--- config.mk ---
export PLATFORM = sky130hd
export DESIGN_NAME = sema_cell
export DESIGN_NICKNAME = d
export VERILOG_FILES = /design/src/rtl/sema_pkg.sv /design/src/rtl/sema_counter.sv /design/src/rtl/sema_waitset.sv /design/src/rtl/sema_cell.sv
export SDC_FILE = /design/constraint.sdc
export NUM_CORES = 1
export LEC_CHECK = 0
export ABC_AREA = 1
export BUFFER_PORTS_ARGS = -buffer_cell sky130_fd_sc_hd__buf_2
export CORE_MARGIN = 5
export CORE_UTILIZATION = 54
export CTS_CLUSTER_DIAMETER = 40
export DETAILED_ROUTE_END_ITERATION = 10
export PLACE_DENSITY = 0.8
export SLEW_MARGIN = 10
export SYNTH_ARGS = -nofsm -noshare
export SYNTH_HDL_FRONTEND = slang
export SYNTH_SLANG_ARGS = --single-unit
export TNS_END_PERCENT = 10
--- constraint.sdc ---
create_clock -name clk -period 2.3 [get_ports clk]
set_input_delay 0.345 -clock clk [delete_from_list [all_inputs] [get_ports clk]]
set_output_delay 0.345 -clock clk [all_outputs]
set_load 0.1 [all_outputs]
--- src/rtl/sema_pkg.sv ---
package sema_pkg;
  typedef enum logic {
    VIEW_TRY   = 1'b0,
    VIEW_BLOCK = 1'b1
  } view_e;

  typedef enum logic {
    OP_TAKE = 1'b0,
    OP_GIVE = 1'b1
  } op_e;
endpackage

--- src/rtl/sema_counter.sv ---
module sema_counter #(
  parameter int CNT_W = 16
) (
  input  logic             clk,
  input  logic             rst,
  input  logic             give,
  input  logic             take,
  output logic [CNT_W-1:0] count,
  output logic             is_zero,
  output logic             is_full
);
  localparam logic [CNT_W-1:0] CEIL = {CNT_W{1'b1}};

  assign is_zero = (count == '0);
  assign is_full = (count == CEIL);

  always_ff @(posedge clk) begin
    if (rst) begin
      count <= '0;
    end else if (give) begin
      if (!is_full) count <= count + 1'b1;
    end else if (take) begin
      if (!is_zero) count <= count - 1'b1;
    end
  end

  assert_ceiling_R6: assert property (@(posedge clk) disable iff (rst)
    (give && is_full) |=> (count == CEIL));
  assert_take_R3: assert property (@(posedge clk) disable iff (rst)
    (take && !give && !is_zero) |=> (count == $past(count) - 1'b1));
  assert_floor_R4: assert property (@(posedge clk) disable iff (rst)
    (take && !give && is_zero) |=> is_zero);
endmodule

--- src/rtl/sema_waitset.sv ---
module sema_waitset #(
  parameter int ID_W = 6
) (
  input  logic              clk,
  input  logic              rst,
  input  logic              park,
  input  logic [ID_W-1:0]   park_id,
  input  logic              release_all,
  output logic [(1<<ID_W)-1:0] waiting,
  output logic [(1<<ID_W)-1:0] wake_q
);
  localparam int NREQ = 1 << ID_W;

  for (genvar i = 0; i < NREQ; i++) begin : g_slot
    always_ff @(posedge clk) begin
      if (rst) begin
        waiting[i] <= 1'b0;
        wake_q[i]  <= 1'b0;
      end else if (release_all) begin
        wake_q[i]  <= waiting[i];
        waiting[i] <= 1'b0;
      end else begin
        wake_q[i] <= 1'b0;
        if (park && (park_id == ID_W'(i))) waiting[i] <= 1'b1;
      end
    end
  end

  assert_flush_R7: assert property (@(posedge clk) disable iff (rst)
    release_all |=> (waiting == '0));
  assert_park_R4: assert property (@(posedge clk) disable iff (rst)
    (park && !release_all) |=> waiting[$past(park_id)]);
  assert_pulse_R7: assert property (@(posedge clk) disable iff (rst)
    !release_all |=> (wake_q == '0));
endmodule

--- src/rtl/sema_cell.sv ---
module sema_cell
  import sema_pkg::*;
#(
  parameter int CNT_W  = 16,
  parameter int ID_W   = 6,
  parameter int DATA_W = 32
) (
  input  logic                 clk,
  input  logic                 rst,
  input  logic                 req_valid,
  input  logic                 req_write,
  input  logic                 req_view,
  input  logic [ID_W-1:0]      req_id,
  input  logic [DATA_W-1:0]    wr_data,
  output logic                 resp_valid,
  output logic [DATA_W-1:0]    rd_data,
  output logic                 stall,
  output logic [(1<<ID_W)-1:0] wake_mask
);
  localparam int NREQ = 1 << ID_W;

  logic             do_give, do_take, do_park;
  logic [CNT_W-1:0] count;
  logic             is_zero, is_full;
  logic [NREQ-1:0]  waiting;
  logic             unused_wdata;

  assign unused_wdata = ^wr_data;

  assign do_give = req_valid && (op_e'(req_write) == OP_GIVE);
  assign do_take = req_valid && (op_e'(req_write) == OP_TAKE);
  assign do_park = do_take && is_zero && (view_e'(req_view) == VIEW_BLOCK);

  sema_counter #(.CNT_W(CNT_W)) u_counter (
    .clk     (clk),
    .rst     (rst),
    .give    (do_give),
    .take    (do_take),
    .count   (count),
    .is_zero (is_zero),
    .is_full (is_full)
  );

  sema_waitset #(.ID_W(ID_W)) u_waitset (
    .clk         (clk),
    .rst         (rst),
    .park        (do_park),
    .park_id     (req_id),
    .release_all (do_give),
    .waiting     (waiting),
    .wake_q      (wake_mask)
  );

  always_ff @(posedge clk) begin
    if (rst) begin
      resp_valid <= 1'b0;
      rd_data    <= '0;
      stall      <= 1'b0;
    end else begin
      resp_valid <= req_valid;
      stall      <= do_park;
      rd_data    <= do_take ? DATA_W'(count) : '0;
    end
  end

  assert_resp_R9: assert property (@(posedge clk) disable iff (rst)
    req_valid |=> resp_valid);
  assert_idle_R9: assert property (@(posedge clk) disable iff (rst)
    !req_valid |=> (!resp_valid && !stall && wake_mask == '0));
  assert_stall_zero_R4: assert property (@(posedge clk) disable iff (rst)
    stall |-> (resp_valid && rd_data == '0));
  assert_try_nostall_R5: assert property (@(posedge clk) disable iff (rst)
    (req_valid && !req_write && !req_view) |=> !stall);
  assert_write_data_R9: assert property (@(posedge clk) disable iff (rst)
    (req_valid && req_write) |=> (rd_data == '0 && !stall));
endmodule

# [Yosys cells after proc, flatten, opt, wreduce, memory -nomap -nowiden]
# Cells that the tools add are included.
[totals] reg_bits=178 latch_bits=0 ram_bits=0 rom_bits=0 input_bits=43 output_inout_bits=98 wordCells=283 mem_count=0
[classes] n_addsub=2 mul=0 div=0 magnitude_cmp=0 eq_ne=66 shift=0 n_mux=4 n_bitwise=3 reduce_logical=75
[ops] cell="6-bit == test (second input constant)" n=32
[ops] cell="6-bit by 5-bit == test with 1-bit output (second input constant)" n=16
[ops] cell="1-bit logical AND" n=68
[ops] cell="16-bit two-way mux" n=4
[ops] cell="6-bit by 4-bit == test with 1-bit output (second input constant)" n=8
[ops] cell="6-bit by 3-bit == test with 1-bit output (second input constant)" n=4
[ops] cell="16-bit by 1-bit adder with 16-bit output (second input constant)" n=1
[ops] cell="16-bit == test (second input constant)" n=1
[ops] cell="16-bit zero test" n=1
[ops] cell="16-bit by 1-bit subtractor with 16-bit output (second input constant)" n=1
[ops] cell="6-bit by 2-bit == test with 1-bit output (second input constant)" n=2
[ops] cell="6-bit by 1-bit == test with 1-bit output (second input constant)" n=1
[ops] cell="6-bit zero test" n=1
[ops] cell="2-bit OR reduction" n=3
[ops] cell="2-bit != test (second input constant)" n=2
[ops] cell="1-bit NOT" n=3
[ops] cell="3-bit AND reduction" n=1
[ops] cell="2-bit nonzero test" n=1

# [Depth between registers and ports, before layout]
[logic_depth] ltp_word=5 depth_mapped=12 depth_no_buf=12

# [Hierarchy]
# From an unflattened synthesis, not the netlist that was laid out.
[hier_totals] cells_unflattened=826 hier_area_um2=6273.5
[modules_own_cells] mod="sema_waitset" instances=1 cells_each=446 area_per_inst_um2=3880.0 seq_area_each_um2=2562.5
[modules_own_cells] mod="sema_counter" instances=1 cells_each=301 area_per_inst_um2=1691.6 seq_area_each_um2=320.3
[modules_own_cells] mod="sema_cell" instances=1 cells_each=79 area_per_inst_um2=701.9 seq_area_each_um2=360.3

# [Worst setup path after synthesis]
# OpenSTA, ideal clock, no wires.
[synth_timing] path_type="input to register" start="in req_write" end="reg u_counter.count[13]" setup_ns=0.109 arrival_ns=1.827 required_time_ns=2.191 path_slack_ns=0.364 stages=11 path_buffers=0 path_cell_list="nand2_1 -> ha_1 -> or2_2 -> nand3b_1 -> nand2_1 -> nand2_1 -> nand2_1 -> nand2_1 -> nand3_1 -> nand2_1 -> inv_1"
[synth_via] elab_chain_len=4 elab_cells_between_ends=8 cone_classes="2 x eq/ne; 1 x mux; 1 x bitwise; 4 x reduce/logical"
[synth_lines] element="start: declaration" line="sema_cell.sv:11" source="input logic req_write,"
[synth_lines] element="1-bit NOT" line="sema_cell.sv:31" source="assign do_take = req_valid && (op_e'(req_write) == OP_TAKE);"
[synth_lines] element="1-bit logical AND" line="sema_cell.sv:31"
[synth_lines] element="2-bit nonzero test (no source line)"
[synth_lines] element="3-bit AND reduction (no source line)"
[synth_lines] element="end signal: assignment" line="sema_counter.sv:21" source="if (!is_full) count <= count + 1'b1;"
[synth_lines] element="end signal: assignment" line="sema_counter.sv:23" source="if (!is_zero) count <= count - 1'b1;"
[synth_lines] element="end: declaration" line="sema_counter.sv:8" source="output logic [CNT_W-1:0] count,"
# Several ways; a longest one is shown, not always the timed one.
# A chain may end at the register's enable or synchronous reset.

# [Final worst setup path]
[layout_timing] start="reg u_counter.count[7]" end="reg u_counter.count[12]"
[layout_via] elab_chain_len=4 elab_cells_between_ends=11 cone_classes="2 x add/sub; 3 x eq/ne; 4 x mux; 2 x reduce/logical"
[layout_lines] element="16-bit by 1-bit subtractor with 16-bit output" line="sema_counter.sv:23"
[layout_lines] element="16-bit two-way mux" line="sema_counter.sv:23"
[layout_lines] element="16-bit two-way mux" line="sema_counter.sv:22" source="end else if (take) begin"
[layout_lines] element="16-bit two-way mux" line="sema_counter.sv:20" source="end else if (give) begin"
# Several ways; a longest one is shown, not always the timed one. The select of a mux whose other input is x is not followed.

==> impl_summary.md <==
Timing
Hold is met by 0.135 ns. The final critical path takes up 81.0% of the cycle. Setup repair after global routing left no endpoint under its margin. The hold violation total from the final report is 0. The post-route clock skew is 0.00625 ns. Setup total negative slack on the finished layout was measured at 0 ns. The max-slew violation count is 0. Subtracting the final worst setup slack from the clock period gives 1.86 ns. The actual slew at the worst max-slew pin is 0.584 ns. The achievable clock frequency is 0.536 GHz.

The worst-case setup margin in the final layout is 0.436 ns. Setup violations remaining at the end of the flow were counted as 0. The relative slew slack is 60.9%.

Setup path
At the worst endpoint, the required time is 2.63 ns. Walking the worst path, the cells encountered are nor2_1 -> nand3_1 -> nor2_1 -> nand2_2 -> nand2_4 -> nand2_1 -> buf_4 -> nand3_1 -> nand2_1 -> inv_1. The maximum fanout along the worst path is 15. Setup slack on the worst reg-to-reg path comes out at 0.44 ns. The element type at the critical path end is a flip-flop. For the worst setup path, the data arrival time is 2.19 ns. In this run the worst setup path terminates at u_counter.count[12]$_SDFFE_PP0P_. Tracing the worst setup path back leads to its startpoint at u_counter.count[7]$_SDFFE_PP0P_. Among all stages on the critical path, the largest delay is contributed by sky130_fd_sc_hd__dfxtp_1.

The endpoint identified for the worst register-to-register timing path is u_counter.count[12]$_SDFFE_PP0P_. STA classifies the critical path startpoint as a flip-flop. The number of cells on the worst reg-to-reg path is 10. The peak per-stage delay on the critical path is 0.43 ns. The worst register-to-register path begins at u_counter.count[7]$_SDFFE_PP0P_. The critical path is of the flip-flop to flip-flop type.

Detailed routing
The remaining design rule violation count is 0. The routed length per placed instance is 13.2 um. The total via count after detailed routing is 5236. The first TritonRoute pass finished after 6 iterations. For this block, the initial DRC count from the detailed router was 409. The detail-routed via count per cell is 4.93.

The sum of routed wire length over all layers is 14000 um. In this run the remaining antenna-violating nets after routing total 0.

Yosys
By area the synthesized netlist is led by sky130_fd_sc_hd__dfxtp_1 52%, sky130_fd_sc_hd__nor2_1 8.4%, sky130_fd_sc_hd__inv_1 8.4%, sky130_fd_sc_hd__nand2_1 7.2%, sky130_fd_sc_hd__nand3_1 6.4%. Synthesis inferred 162 register bits. The predominant post-synthesis flop cell is sky130_fd_sc_hd__dfxtp_1. The biggest area contributor in the post-synthesis netlist is sky130_fd_sc_hd__dfxtp_1. The count of unique library cells instantiated by Yosys is 26. After synthesis, the most frequently instantiated cells are 162 x sky130_fd_sc_hd__dfxtp_1, 140 x sky130_fd_sc_hd__nor2_1, 139 x sky130_fd_sc_hd__inv_1, 119 x sky130_fd_sc_hd__nand2_1, 80 x sky130_fd_sc_hd__nand3_1.

The async set-reset flop share out of synthesis is 0%. The top cell type by area accounts for 52.0% of the synthesized area. By instance count, the leading cell after synthesis is sky130_fd_sc_hd__dfxtp_1. The proportion of synthesized chip area in sequential cells is 52.0%.

Yosys printed 0 warnings. Synthesis produced a netlist whose cell count is 813. A synthesized cell averages 7.67 sq um. Counting flops with a built-in enable in the synthesized netlist gives 0. After synthesis the cells add up to 6230 sq um.

Clocking
The count of instances resized after the clock tree is built is 0. The number of hold-repair buffers added at the cts stage is 0. Clock-pin slew was measured on the worst setup and hold paths at 0.06 ns.

Counting every sink on the clock net gives 162. The later pin in the worst-skew pair is clocked with a latency of 0.43 ns. The maximum root-to-sink buffer count is 2. The CTS tree is yes.

The number of buffers added for setup after CTS is 0. The buffer type at the clock tree root is sky130_fd_sc_hd__clkbuf_16. The H-tree generated during clock tree synthesis spans 4 levels. In this run, CTS created clock tree buffers numbering 17.

Global routing
The pin count of the biggest net entering global routing is 65. The leftover overflow at the end of global routing is 0. The number of antenna violations at the first check in global routing is 0. For this run, the total global-route usage over all layers was measured as 20.2%. The number of global-route vias before repair is 4686.

The first global-routing pass estimated 22700 um of wire.

Pwr
The overall power is 0.00675 W. The leakage power total is 3.39 nW. The total power density per cell area is 914 nW/um^2. VDD sags by at most 0.000772 V.

Placed design
The placed cell count is 1029. Once detailed placement completed, the half-perimeter wirelength came to 9540 um. The count of input and output buffers is 92. Timing analysis after detailed placement gives a worst setup slack of 0.170 ns. The global placer's final weighted congestion is 0.908.

Floorplanning
The core area is 11400 sq um. The initial standard-cell utilization of the core is 54.8%. The number of standard-cell rows in the floorplan is 39. The die area is 13800 sq um. The height of the die is 117 um.

141 I/O pins were placed. The overall die width is 117 um.

Layout
The count of placed standard cells in the final layout, fillers left out is 1061. The fraction of layout instances using a drive strength above 1 is 15.6%. The filler cells instantiated in the layout total 919.

The diode insertion count for antenna repair is 0. The number of nets in the final layout is 963. The area overhead of the layout relative to synthesis is 18.5%.

Hold path
The classification of the worst-slack hold path is input pin to flip-flop. The startpoint identified for the worst hold timing path is rst.

Status
The run finished with clean final reports.

Run
Across the run, the number of max-cap violations was 0.
stage by stage:
step	cell area (sq um)	util (%)
2_1_floorplan	6290	-
5_1_grt	7390	65.0
3_5_place_dp	6780	59.6
6_report	7390	65.0
4_1_cts	7390	65.0
3_3_place_gp	6780	59.6
routing by layer:
| metal | vias to the layer above | GRT usage, % | wire length (um) |
|---|---|---|---|
| met5 | - | 0 | 0 |
| met4 | 0 | 10.1 | 421 |
| met3 | 40 | 5.15 | 962 |
| met2 | 174 | 32.5 | 6630 |
| met1 | 2364 | 24.9 | 5980 |
| li1 | 2658 | - | - |
layout make-up:
| type | instances | area [sq um] | share of cell area [%] |
|---|---|---|---|
| clock buffer | 19 | 453 | 6.13 |
| clock inverter | 13 | 151 | 2.05 |
| inverter | 140 | 526 | 7.12 |
| multi-input combinational | 483 | 2270 | 30.7 |
| sequential | 162 | 3240 | 43.9 |
| tap | 143 | 179 | 2.42 |
| timing repair buffer | 101 | 566 | 7.66 |
cells by family (layout without fill, tap and decap cells):
family,Yosys count,after routing,synth area share [%]
AO/OA/AOI/OAI,78,78,6.26
AND/OR/NAND/NOR,367,367,25.0
XOR/XNOR,7,7,0.984
other,1,16,0.0602
buffers and inverters,183,273,12.5
flip-flops,162,162,52.0
adder cells (fa/ha/maj),15,15,3.13
report_power, final:
part	total (W)	internal (W)	switching (W)
Sequential	0.00291	0.00286	0.0000538
Clock	0.00282	0.00168	0.00115
Combinational	0.00102	0.000296	0.000726
worst max-delay path, delay by kind of cell, from the launching register on:
kind / cells / cell delay (ns)
simple gates: 8 / 1.06
buf+inv: 2 / 0.28
flops: 1 / 0.43
cell usage in the layout, fill, tap and decap left out, types with 14 or more instances in the layout:
| cell | netlist | routed |
|---|---|---|
| sky130_fd_sc_hd__nand2_1 | 119 | 117 |
| sky130_fd_sc_hd__nand4_1 | 14 | 14 |
| sky130_fd_sc_hd__inv_1 | 139 | 139 |
| sky130_fd_sc_hd__conb_1 | 1 | 16 |
| sky130_fd_sc_hd__a21oi_1 | 73 | 73 |
| sky130_fd_sc_hd__ha_1 | 14 | 14 |
| sky130_fd_sc_hd__nor2_1 | 140 | 140 |
| sky130_fd_sc_hd__clkbuf_16 | 0 | 17 |
| sky130_fd_sc_hd__buf_2 | 4 | 92 |
| sky130_fd_sc_hd__nand3_1 | 80 | 80 |
| sky130_fd_sc_hd__dfxtp_1 | 162 | 162 |
registers in the layout (all words and copies together) (netlist names):
name,cells
u_counter.count,16
stall,1
rd_data,16
u_waitset.wake_q,64
resp_valid,1
u_waitset.waiting,64
worst min path at each step:
stage,cells past startpoint,end
detailed placement,2,u_waitset.wake_q[49]$_SDFF_PP0_
finish,2,resp_valid$_SDFF_PP0_
CTS,2,resp_valid$_SDFF_PP0_
global route,2,stall$_SDFF_PP0_
floorplan,2,u_waitset.wake_q[0]$_SDFF_PP0_
global placement,2,u_waitset.wake_q[35]$_SDFF_PP0_
Note: power is estimated with default switching activity, not from simulation.
